**src/rtl/lc_pkg.sv**
```systemverilog
package lc_pkg;

    // Encoding equals the two low bits of the control address that enters the state.
    typedef enum logic [1:0] {
        MODE_RAM_PROTECT = 2'b00,
        MODE_ROM_WRITE   = 2'b01,
        MODE_ROM_PROTECT = 2'b10,
        MODE_RAM_WRITE   = 2'b11
    } lc_mode_e;

    typedef struct packed {
        logic bank1;
        logic rd_ram;
        logic wr_ram;
    } lc_map_t;

endpackage

```
**src/rtl/lc_ctrl_fsm.sv**
```systemverilog
module lc_ctrl_fsm
    import lc_pkg::*;
#(
    parameter int              ADDR_W    = 16,
    parameter logic [ADDR_W-1:0] CTRL_BASE = 16'hC080,
    parameter logic [ADDR_W-1:0] CTRL_MASK = 16'hFFF0
) (
    input  logic              clk,
    input  logic              rst_n,
    input  logic [ADDR_W-1:0] addr,
    input  logic              rd,
    output lc_map_t           map_o,
    output logic              ctrl_hit_o
);

    lc_mode_e state_q, state_d;
    logic     bank1_q, bank1_d;
    logic     take;

    assign ctrl_hit_o = ((addr & CTRL_MASK) == CTRL_BASE);
    assign take       = rd && ctrl_hit_o;

    // Next-state: every control access takes the transition named by addr[1:0].
    always_comb begin
        state_d = state_q;
        bank1_d = bank1_q;
        if (take) begin
            bank1_d = addr[3];
            unique case (addr[1:0])
                2'b00:   state_d = MODE_RAM_PROTECT;
                2'b01:   state_d = MODE_ROM_WRITE;
                2'b10:   state_d = MODE_ROM_PROTECT;
                default: state_d = MODE_RAM_WRITE;
            endcase
        end
    end

    always_ff @(posedge clk) begin
        if (!rst_n) begin
            state_q <= MODE_ROM_PROTECT;
            bank1_q <= 1'b0;
        end else begin
            state_q <= state_d;
            bank1_q <= bank1_d;
        end
    end

    // Output decode of the state.
    always_comb begin
        map_o.bank1 = bank1_q;
        unique case (state_q)
            MODE_RAM_PROTECT: begin map_o.rd_ram = 1'b1; map_o.wr_ram = 1'b0; end
            MODE_ROM_WRITE:   begin map_o.rd_ram = 1'b0; map_o.wr_ram = 1'b1; end
            MODE_ROM_PROTECT: begin map_o.rd_ram = 1'b0; map_o.wr_ram = 1'b0; end
            default:          begin map_o.rd_ram = 1'b1; map_o.wr_ram = 1'b1; end
        endcase
    end

    AST_HOLD_WITHOUT_ACCESS: assert property (@(posedge clk) disable iff (!rst_n)
        !(rd && ((addr & CTRL_MASK) == CTRL_BASE)) |=> $stable(map_o)) else $error("hold");
    AST_BANK_FROM_BIT3: assert property (@(posedge clk) disable iff (!rst_n)
        (rd && ((addr & CTRL_MASK) == CTRL_BASE)) |=> (map_o.bank1 == $past(addr[3]))) else $error("bank");
    AST_WRITE_FROM_BIT0: assert property (@(posedge clk) disable iff (!rst_n)
        (rd && ((addr & CTRL_MASK) == CTRL_BASE)) |=> (map_o.wr_ram == $past(addr[0]))) else $error("wr");
    AST_READ_FROM_XOR: assert property (@(posedge clk) disable iff (!rst_n)
        (rd && ((addr & CTRL_MASK) == CTRL_BASE)) |=> (map_o.rd_ram == !($past(addr[1]) ^ $past(addr[0])))) else $error("rd");

endmodule

```
**src/rtl/lc_region_decode.sv**
```systemverilog
module lc_region_decode
    import lc_pkg::*;
#(
    parameter int         ADDR_W = 16,
    parameter logic [3:0] LO_TAG = 4'hD,
    parameter logic [2:0] HI_TAG = 3'b111,
    parameter int         NBANK  = 2,
    parameter int         NCOPY  = 2
) (
    input  logic                    clk,
    input  logic                    rst_n,
    input  logic [ADDR_W-1:0]       addr,
    input  logic                    alt_zp,
    input  lc_map_t                 map_i,
    output logic                    rom_rd,
    output logic [NBANK*NCOPY-1:0]  d_rd,
    output logic [NCOPY-1:0]        e_rd,
    output logic [NBANK*NCOPY-1:0]  d_wr,
    output logic [NCOPY-1:0]        e_wr
);

    logic in_d, in_e;
    assign in_d   = (addr[ADDR_W-1 -: 4] == LO_TAG);
    assign in_e   = (addr[ADDR_W-1 -: 3] == HI_TAG);
    assign rom_rd = (in_d || in_e) && !map_i.rd_ram;

    for (genvar c = 0; c < NCOPY; c++) begin : g_copy
        logic copy_hit;
        assign copy_hit = (alt_zp == (c == 1));
        assign e_rd[c]  = in_e && map_i.rd_ram && copy_hit;
        assign e_wr[c]  = in_e && map_i.wr_ram && copy_hit;
        for (genvar b = 0; b < NBANK; b++) begin : g_bank
            logic bank_hit;
            assign bank_hit          = (map_i.bank1 == (b == 0));
            assign d_rd[c*NBANK + b] = in_d && map_i.rd_ram && copy_hit && bank_hit;
            assign d_wr[c*NBANK + b] = in_d && map_i.wr_ram && copy_hit && bank_hit;
        end
    end

    AST_ONE_READ_SELECT: assert property (@(posedge clk) disable iff (!rst_n)
        $countones({rom_rd, d_rd, e_rd}) <= 1) else $error("rd sel");
    AST_ONE_WRITE_SELECT: assert property (@(posedge clk) disable iff (!rst_n)
        $onehot0({d_wr, e_wr})) else $error("wr sel");
    AST_ROM_EXCLUDES_RAM: assert property (@(posedge clk) disable iff (!rst_n)
        rom_rd |-> ({d_rd, e_rd} == '0)) else $error("rom");
    AST_WRITE_NEEDS_ENABLE: assert property (@(posedge clk) disable iff (!rst_n)
        !map_i.wr_ram |-> ({d_wr, e_wr} == '0)) else $error("wr en");

endmodule

```
**src/rtl/lc_status_read.sv**
```systemverilog
module lc_status_read
    import lc_pkg::*;
#(
    parameter int                ADDR_W    = 16,
    parameter int                DATA_W    = 8,
    parameter logic [ADDR_W-1:0] STAT_ADDR = 16'hC012
) (
    input  logic              clk,
    input  logic              rst_n,
    input  logic [ADDR_W-1:0] addr,
    input  logic              rd,
    input  logic              ctrl_hit,
    input  lc_map_t           map_i,
    output logic [DATA_W-1:0] data_o,
    output logic              oe_o
);

    logic stat_hit;
    assign stat_hit = (addr == STAT_ADDR);
    assign oe_o     = rd && (ctrl_hit || stat_hit);

    always_comb begin
        data_o = '0;
        if (rd && stat_hit) data_o[DATA_W-1] = map_i.rd_ram;
    end

    AST_CTRL_READS_ZERO: assert property (@(posedge clk) disable iff (!rst_n)
        (rd && ctrl_hit) |-> (oe_o && data_o == '0)) else $error("ctrl data");

endmodule

```
**src/rtl/lc_bank_decoder.sv**
```systemverilog
module lc_bank_decoder
    import lc_pkg::*;
#(
    parameter int ADDR_W = 16,
    parameter int DATA_W = 8
) (
    input  logic              clk,
    input  logic              rst_n,
    input  logic [ADDR_W-1:0] cpu_addr,
    input  logic              cpu_rd,
    input  logic              alt_zp,
    output logic              rom_rd_sel,
    output logic [3:0]        d_rd_sel,
    output logic [1:0]        e_rd_sel,
    output logic [3:0]        d_wr_sel,
    output logic [1:0]        e_wr_sel,
    output logic [DATA_W-1:0] data_out,
    output logic              data_oe,
    output logic              stat_bank1,
    output logic              stat_read_ram,
    output logic              stat_write_ram
);

    localparam int NBANK = 2;
    localparam int NCOPY = 2;

    lc_map_t map;
    logic    ctrl_hit;

    lc_ctrl_fsm #(.ADDR_W(ADDR_W)) u_fsm (
        .clk(clk), .rst_n(rst_n), .addr(cpu_addr), .rd(cpu_rd),
        .map_o(map), .ctrl_hit_o(ctrl_hit)
    );

    lc_region_decode #(.ADDR_W(ADDR_W), .NBANK(NBANK), .NCOPY(NCOPY)) u_dec (
        .clk(clk), .rst_n(rst_n), .addr(cpu_addr), .alt_zp(alt_zp), .map_i(map),
        .rom_rd(rom_rd_sel), .d_rd(d_rd_sel), .e_rd(e_rd_sel),
        .d_wr(d_wr_sel), .e_wr(e_wr_sel)
    );

    lc_status_read #(.ADDR_W(ADDR_W), .DATA_W(DATA_W)) u_stat (
        .clk(clk), .rst_n(rst_n), .addr(cpu_addr), .rd(cpu_rd),
        .ctrl_hit(ctrl_hit), .map_i(map), .data_o(data_out), .oe_o(data_oe)
    );

    assign stat_bank1     = map.bank1;
    assign stat_read_ram  = map.rd_ram;
    assign stat_write_ram = map.wr_ram;

    AST_RESET_STATE: assert property (@(posedge clk)
        $past(!rst_n) |-> (!stat_bank1 && !stat_read_ram && !stat_write_ram)) else $error("reset");

endmodule

```
**config.mk**
```make
export PLATFORM = sky130hd
export DESIGN_NAME = lc_bank_decoder
export DESIGN_NICKNAME = d
export VERILOG_FILES = /design/src/rtl/lc_pkg.sv /design/src/rtl/lc_ctrl_fsm.sv /design/src/rtl/lc_region_decode.sv /design/src/rtl/lc_status_read.sv /design/src/rtl/lc_bank_decoder.sv
export SDC_FILE = /design/constraint.sdc
export NUM_CORES = 1
export LEC_CHECK = 0
export ABC_AREA = 1
export BUFFER_PORTS_ARGS = -buffer_cell sky130_fd_sc_hd__buf_2
export CORE_MARGIN = 3
export CORE_UTILIZATION = 35
export CTS_CLUSTER_DIAMETER = 40
export DETAILED_ROUTE_END_ITERATION = 8
export PLACE_DENSITY_LB_ADDON = 0.3
export SLEW_MARGIN = 20
export SYNTH_ARGS = -nofsm -noshare
export SYNTH_HDL_FRONTEND = slang
export SYNTH_SLANG_ARGS = --single-unit
export TNS_END_PERCENT = 100
```
**constraint.sdc**
```tcl
create_clock -name clk -period 1.4 [get_ports clk]
set_input_delay 0.21 -clock clk [delete_from_list [all_inputs] [get_ports clk]]
set_output_delay 0.21 -clock clk [all_outputs]
set_load 0.02 [all_outputs]
```
Word level (Yosys, flattened, before mapping)
Index checks and enable logic that the tools add are counted.

storage, ports and cells
  output and inout port bits = 25
  logic and storage cells = 44
  register bits after elaboration = 3
  bits of input ports = 20

operators by class
  mux-type cells = 3
  equal/unequal tests = 8
  bitwise gates (word level) = 2
  reductions and logical operators = 29

operators with widths
  kind                  count
  $logic_and 1x1->1     24
  $eq 16x16->1 const B  1
  $eq 12x12->1 const B  1
  $pmux 2 s3            2
  $eq 2x1->1 const B    2
  $eq 2x2->1 const B    2
  $eq 4x4->1 const B    1
  $logic_not 2->1       2
  $eq 3x3->1 const B    1
  $logic_or 1x1->1      2
  $not 1->1             2
  $logic_not 1->1       1
  $mux 1                1

Longest topological paths before layout
  word-level depth = 5
  depth in mapped cells = 7
  depth with buffers taken out = 7

Cells and area by module
Synthesis repeated with hierarchy kept, for this count alone.

unflattened totals
  cells, all modules = 102
  area, all modules = 560.5 µm²

by module, submodules not included
  module            sequential area each (µm²)  area each (µm²)  cells an instance  times used
  lc_ctrl_fsm       60.1                        270.3            47                 1
  lc_status_read    0.0                         166.4            29                 1
  lc_region_decode  0.0                         123.9            26                 1

Worst setup path before layout
Ideal clock, no wire load.

  path type = flip-flop to output port
  start = register u_fsm.state_q[1]
  end = output rom_rd_sel
  data arrival time = 1.316 ns
  path slack = -0.126 ns
  path buffers = 0
  stages on the path, launching flop included = 4
  required time = 1.190 ns
  cell sequence = dfxtp_1 inv_1 ha_1 nor3_1

on the way
  longest elaborated chain between the ends = 4
  elaborated cells between the ends (all ways) = 6

ends and longest elaborated chain
  what                                      line                    source
  from (decl)                               lc_ctrl_fsm.sv:16       lc_mode_e state_q, state_d;
  from (signal assigned)                    lc_ctrl_fsm.sv:43       state_q <= state_d;
  $eq 2x2->1, or another cell as far along  lc_ctrl_fsm.sv:51       unique case (state_q)
  $pmux 2 s3 *                              lc_ctrl_fsm.sv:51
  via stat_read_ram                         lc_bank_decoder.sv:20   output logic stat_read_ram,
  $logic_not 1->1 *                         lc_region_decode.sv:25  assign rom_rd = (in_d || in_e) && !map_i.rd_ram;
  $logic_and 1x1->1 *                       lc_region_decode.sv:25
  to (decl)                                 lc_bank_decoder.sv:12   output logic rom_rd_sel,

Mark *: on every way through the listed nets, which the timed path passes. The rest lies on a longest branch.

Final worst setup path
  start = register u_fsm.state_q[0]
  end = output d_wr_sel[1]

on the way
  longest elaborated chain between the ends = 5
  elaborated cells between the ends (all ways) = 7

ends and longest elaborated chain
  what                                      line                    source
  $eq 2x2->1, or another cell as far along  lc_ctrl_fsm.sv:51
  $pmux 2 s3 *                              lc_ctrl_fsm.sv:51
  $logic_and 1x1->1 * (3 in series)         lc_region_decode.sv:36  assign d_wr[c*NBANK + b] = in_d && map_i.wr_ram && copy_hit && bank_hit;
  to (decl)                                 lc_bank_decoder.sv:15   output logic [3:0] d_wr_sel,

Every way passes the cells marked *; elsewhere a longest branch is shown, timed or not.

==> run_results.csv <==
group,metric,value,unit
routing,drc,0,
clocking,ctsHoldBuffers,0,
finish,fin_nets,145,
global_routing,first_global_vias,565,
critical_path,required,1.19,ns
routing,wl_met3,155,um
critical_path,crit_fanout,4,
global_routing,antenna_found_initial,0,
synthesis,synth_seq_cells,3,
timing,rsz0062_at_grt,"true",
synthesis,ys.warnings.count,0,
die,fp-row-count,12,
placed_design,place_area,664,um2
routing,top_layer,"met4",
critical_path,worstSetupStartpointType,"flop",
timing,final.setup_skew,0,ns
clocking,htreeDepth,1,
critical_path,cp-end-kind,"primary output",
routing,first_pass_iters,5,
pwr,p_per_area,408,mW/mm2
synthesis,syn_inst,80,
timing,hold_ws,0.184,ns
job,maxCapViolCount,0,
timing,setup_ws,-0.136,ns
critical_path,worstPathBufferInverterCount,1,
routing,wl_per_cell,10.1,um
routing,via_per_inst,4.60,
timing,setup_tns,-1.37,ns
clocking,cts_sinks,3,
synthesis,yosysSeqAreaShare,0.125,
critical_path,critPathTopFamily,"simple AND/OR/NAND/NOR gates",
die,die_w,43,um
worst_hold_path,hold_class,"in -> reg",
worst_hold_path,hp-start,"rst_n",
clocking,cts_buffers,3,
placed_design,placed_cells,130,
critical_path,crit_slowest_cell,"dfxtp_4",
pwr,power.leakage,0.447,nW
outcome,violations,"negative setup slack",
routing,routed_wl,1.37,mm
clocking,clock_latency,0.24,ns
die,ios,45,
finish,syn_to_final_growth,71.0,%
timing,fin_crit,1.54,ns
routing,ant_nets,0,
placed_design,routabilityCongestion,0.847,
synthesis,syn_avg_cell_area,5.99,um2
routing,drt_iter0_markers,11,
timing,finalSetupViolCount,15,
placed_design,port_buffers,37,
global_routing,grt_pass1_wl,2.12,mm
finish,diodes,0,
die,core_area,0.00119,mm2
finish,final_common_cell,"buf_2",
finish,stdcell_count,136,
critical_path,criticalPathCategory,"reg -> out",
critical_path,cp.arrival,1.33,ns
die,start_util,0.404,
routing,num_vias,626,
timing,fmax,651,MHz
finish,layout_common_cells,"26 x buf_2, 15 x nor2_1, 10 x buf_4",
routing,route.met2.wl,733,um
routing,drt-met1-wl,440,um
global_routing,grt_max_degree,8,
outcome,outcome,"finished, violations left",
critical_path,critPathLaunch,"u_fsm.state_q[0]",
die,die_h,43,um
pwr,ir_drop,0.378,mV
finish,drive_above_1_share,0.590,
global_routing,grt_usage,0.143,
clocking,clkTransAtPathRegs,0.04,ns
synthesis,ys_types,20,
synthesis,synth_area,479,um2
critical_path,slowest_delay,0.35,ns
critical_path,r2r-start,"u_fsm.bank1_q",
clocking,cts.path.max_buffers,2,
timing,drv_slew,0,
clocking,cts_root_buf,"clkbuf_4",
placed_design,dpl.hpwl,1.00,mm
clocking,cts_tree,"yes",
finish,design_area,820,um2
global_routing,grt-ovfl-total,0,
critical_path,r2r_slack,0.74,ns
timing,fin_crit_sh,1.10,
timing,hold_viol,0,
critical_path,crit_chain,"ha_2 > or2_4 > nand3_4 > nor2_1 > buf_4",
die,die_area,0.00185,mm2
==> sequential cells by signal (all words and copies together), names as in the netlist <==
signal	count
u_fsm.state_q	2
u_fsm.bank1_q	1
==> cell type report <==
| cell class | instances | area (um2) |
|---|---|---|
| well taps | 14 | 17.5 |
| repair buffers | 39 | 239 |
| inverters | 11 | 43.8 |
| multi-input cells | 65 | 428 |
| flip-flops and latches | 3 | 65.1 |
| clock buffers | 4 | 26.3 |
| fillers | 106 | 367 |
==> cell families after synthesis <==
group | after synthesis | share of synthesized area
AND/OR/NAND/NOR | 54 | 0.598
buffers and inverters | 18 | 0.196
AO/OA/AOI/OAI | 2 | 0.0209
other | 1 | 0.00783
flip-flops | 3 | 0.125
adder cells (fa/ha/maj) | 2 | 0.0522
==> metal layers <==
| metal | track usage | vias to the layer above |
|---|---|---|
| li1 | - | 316 |
| met1 | 0.155 | 269 |
| met2 | 0.257 | 37 |
| met3 | 0.0212 | 4 |
| met4 | 0.0843 | 0 |
| met5 | 0 | - |
==> worst paths after layout <==
| kind | to | cells after the start |
|---|---|---|
| worst min register to register | u_fsm.state_q[1] | 2 |
| worst min-delay path | u_fsm.state_q[1] | 2 |
| worst max register to register | u_fsm.bank1_q | 2 |
| worst max-delay path | d_wr_sel[1] | 5 |
==> worst register-to-register path, delay by kind of cell (launching register included) <==
kind / cells / cell delay [ns]
flops: 1 / 0.36
compound gates: 1 / 0.14
simple gates: 1 / 0.05
==> through the flow <==
| step | util | setup WS (ns) | power (mW) |
|---|---|---|---|
| after floorplan | - | -0.0102 | 0.152 |
| after global placement | 0.560 | 0.0338 | 0.175 |
| after detailed placement | 0.560 | 0.0121 | 0.176 |
| after CTS | 0.638 | -0.110 | 0.334 |
| after global routing | 0.691 | -0.188 | 0.358 |
| final | 0.691 | -0.136 | 0.334 |
==> report_power, final <==
group / switching [mW] / total (mW) / internal [mW] / leakage, nW
registers: 0.0000231 / 0.0840 / 0.0840 / 0.0245
clock network: 0.0481 / 0.155 / 0.107 / 0.0150
logic: 0.0618 / 0.0948 / 0.0331 / 0.407
==> synthesized netlist by cell type <==
cell      n  area (um2)
nand2_4   1        11.3
nor3b_1   1        7.51
conb_1    1        3.75
nand2_1  11        41.3
inv_1    10        37.5
nand4_1   1        6.26
nor2_2    5        31.3
or2_2     1        6.26
nand3_2   1        10.0
nor2_1   18        67.6
nand2_2   2        12.5
nand3_1   9        45.0
a21oi_1   2        10.0
nor2_4    2        22.5
nor2_8    1        20.0
inv_2     1        3.75
buf_4     7        52.6
dfxtp_1   3        60.1
ha_1      2        25.0
nor3_1    1        5.00
==> repair_timing <==
| item | CTS | global route |
|---|---|---|
| setup endpoints to repair | 16 | 14 |
| gates resized for setup | 22 | 12 |
| setup buffers | 0 | 2 |
| pin swaps | 6 | 3 |
No activity file was read; power rests on OpenSTA's default activity.
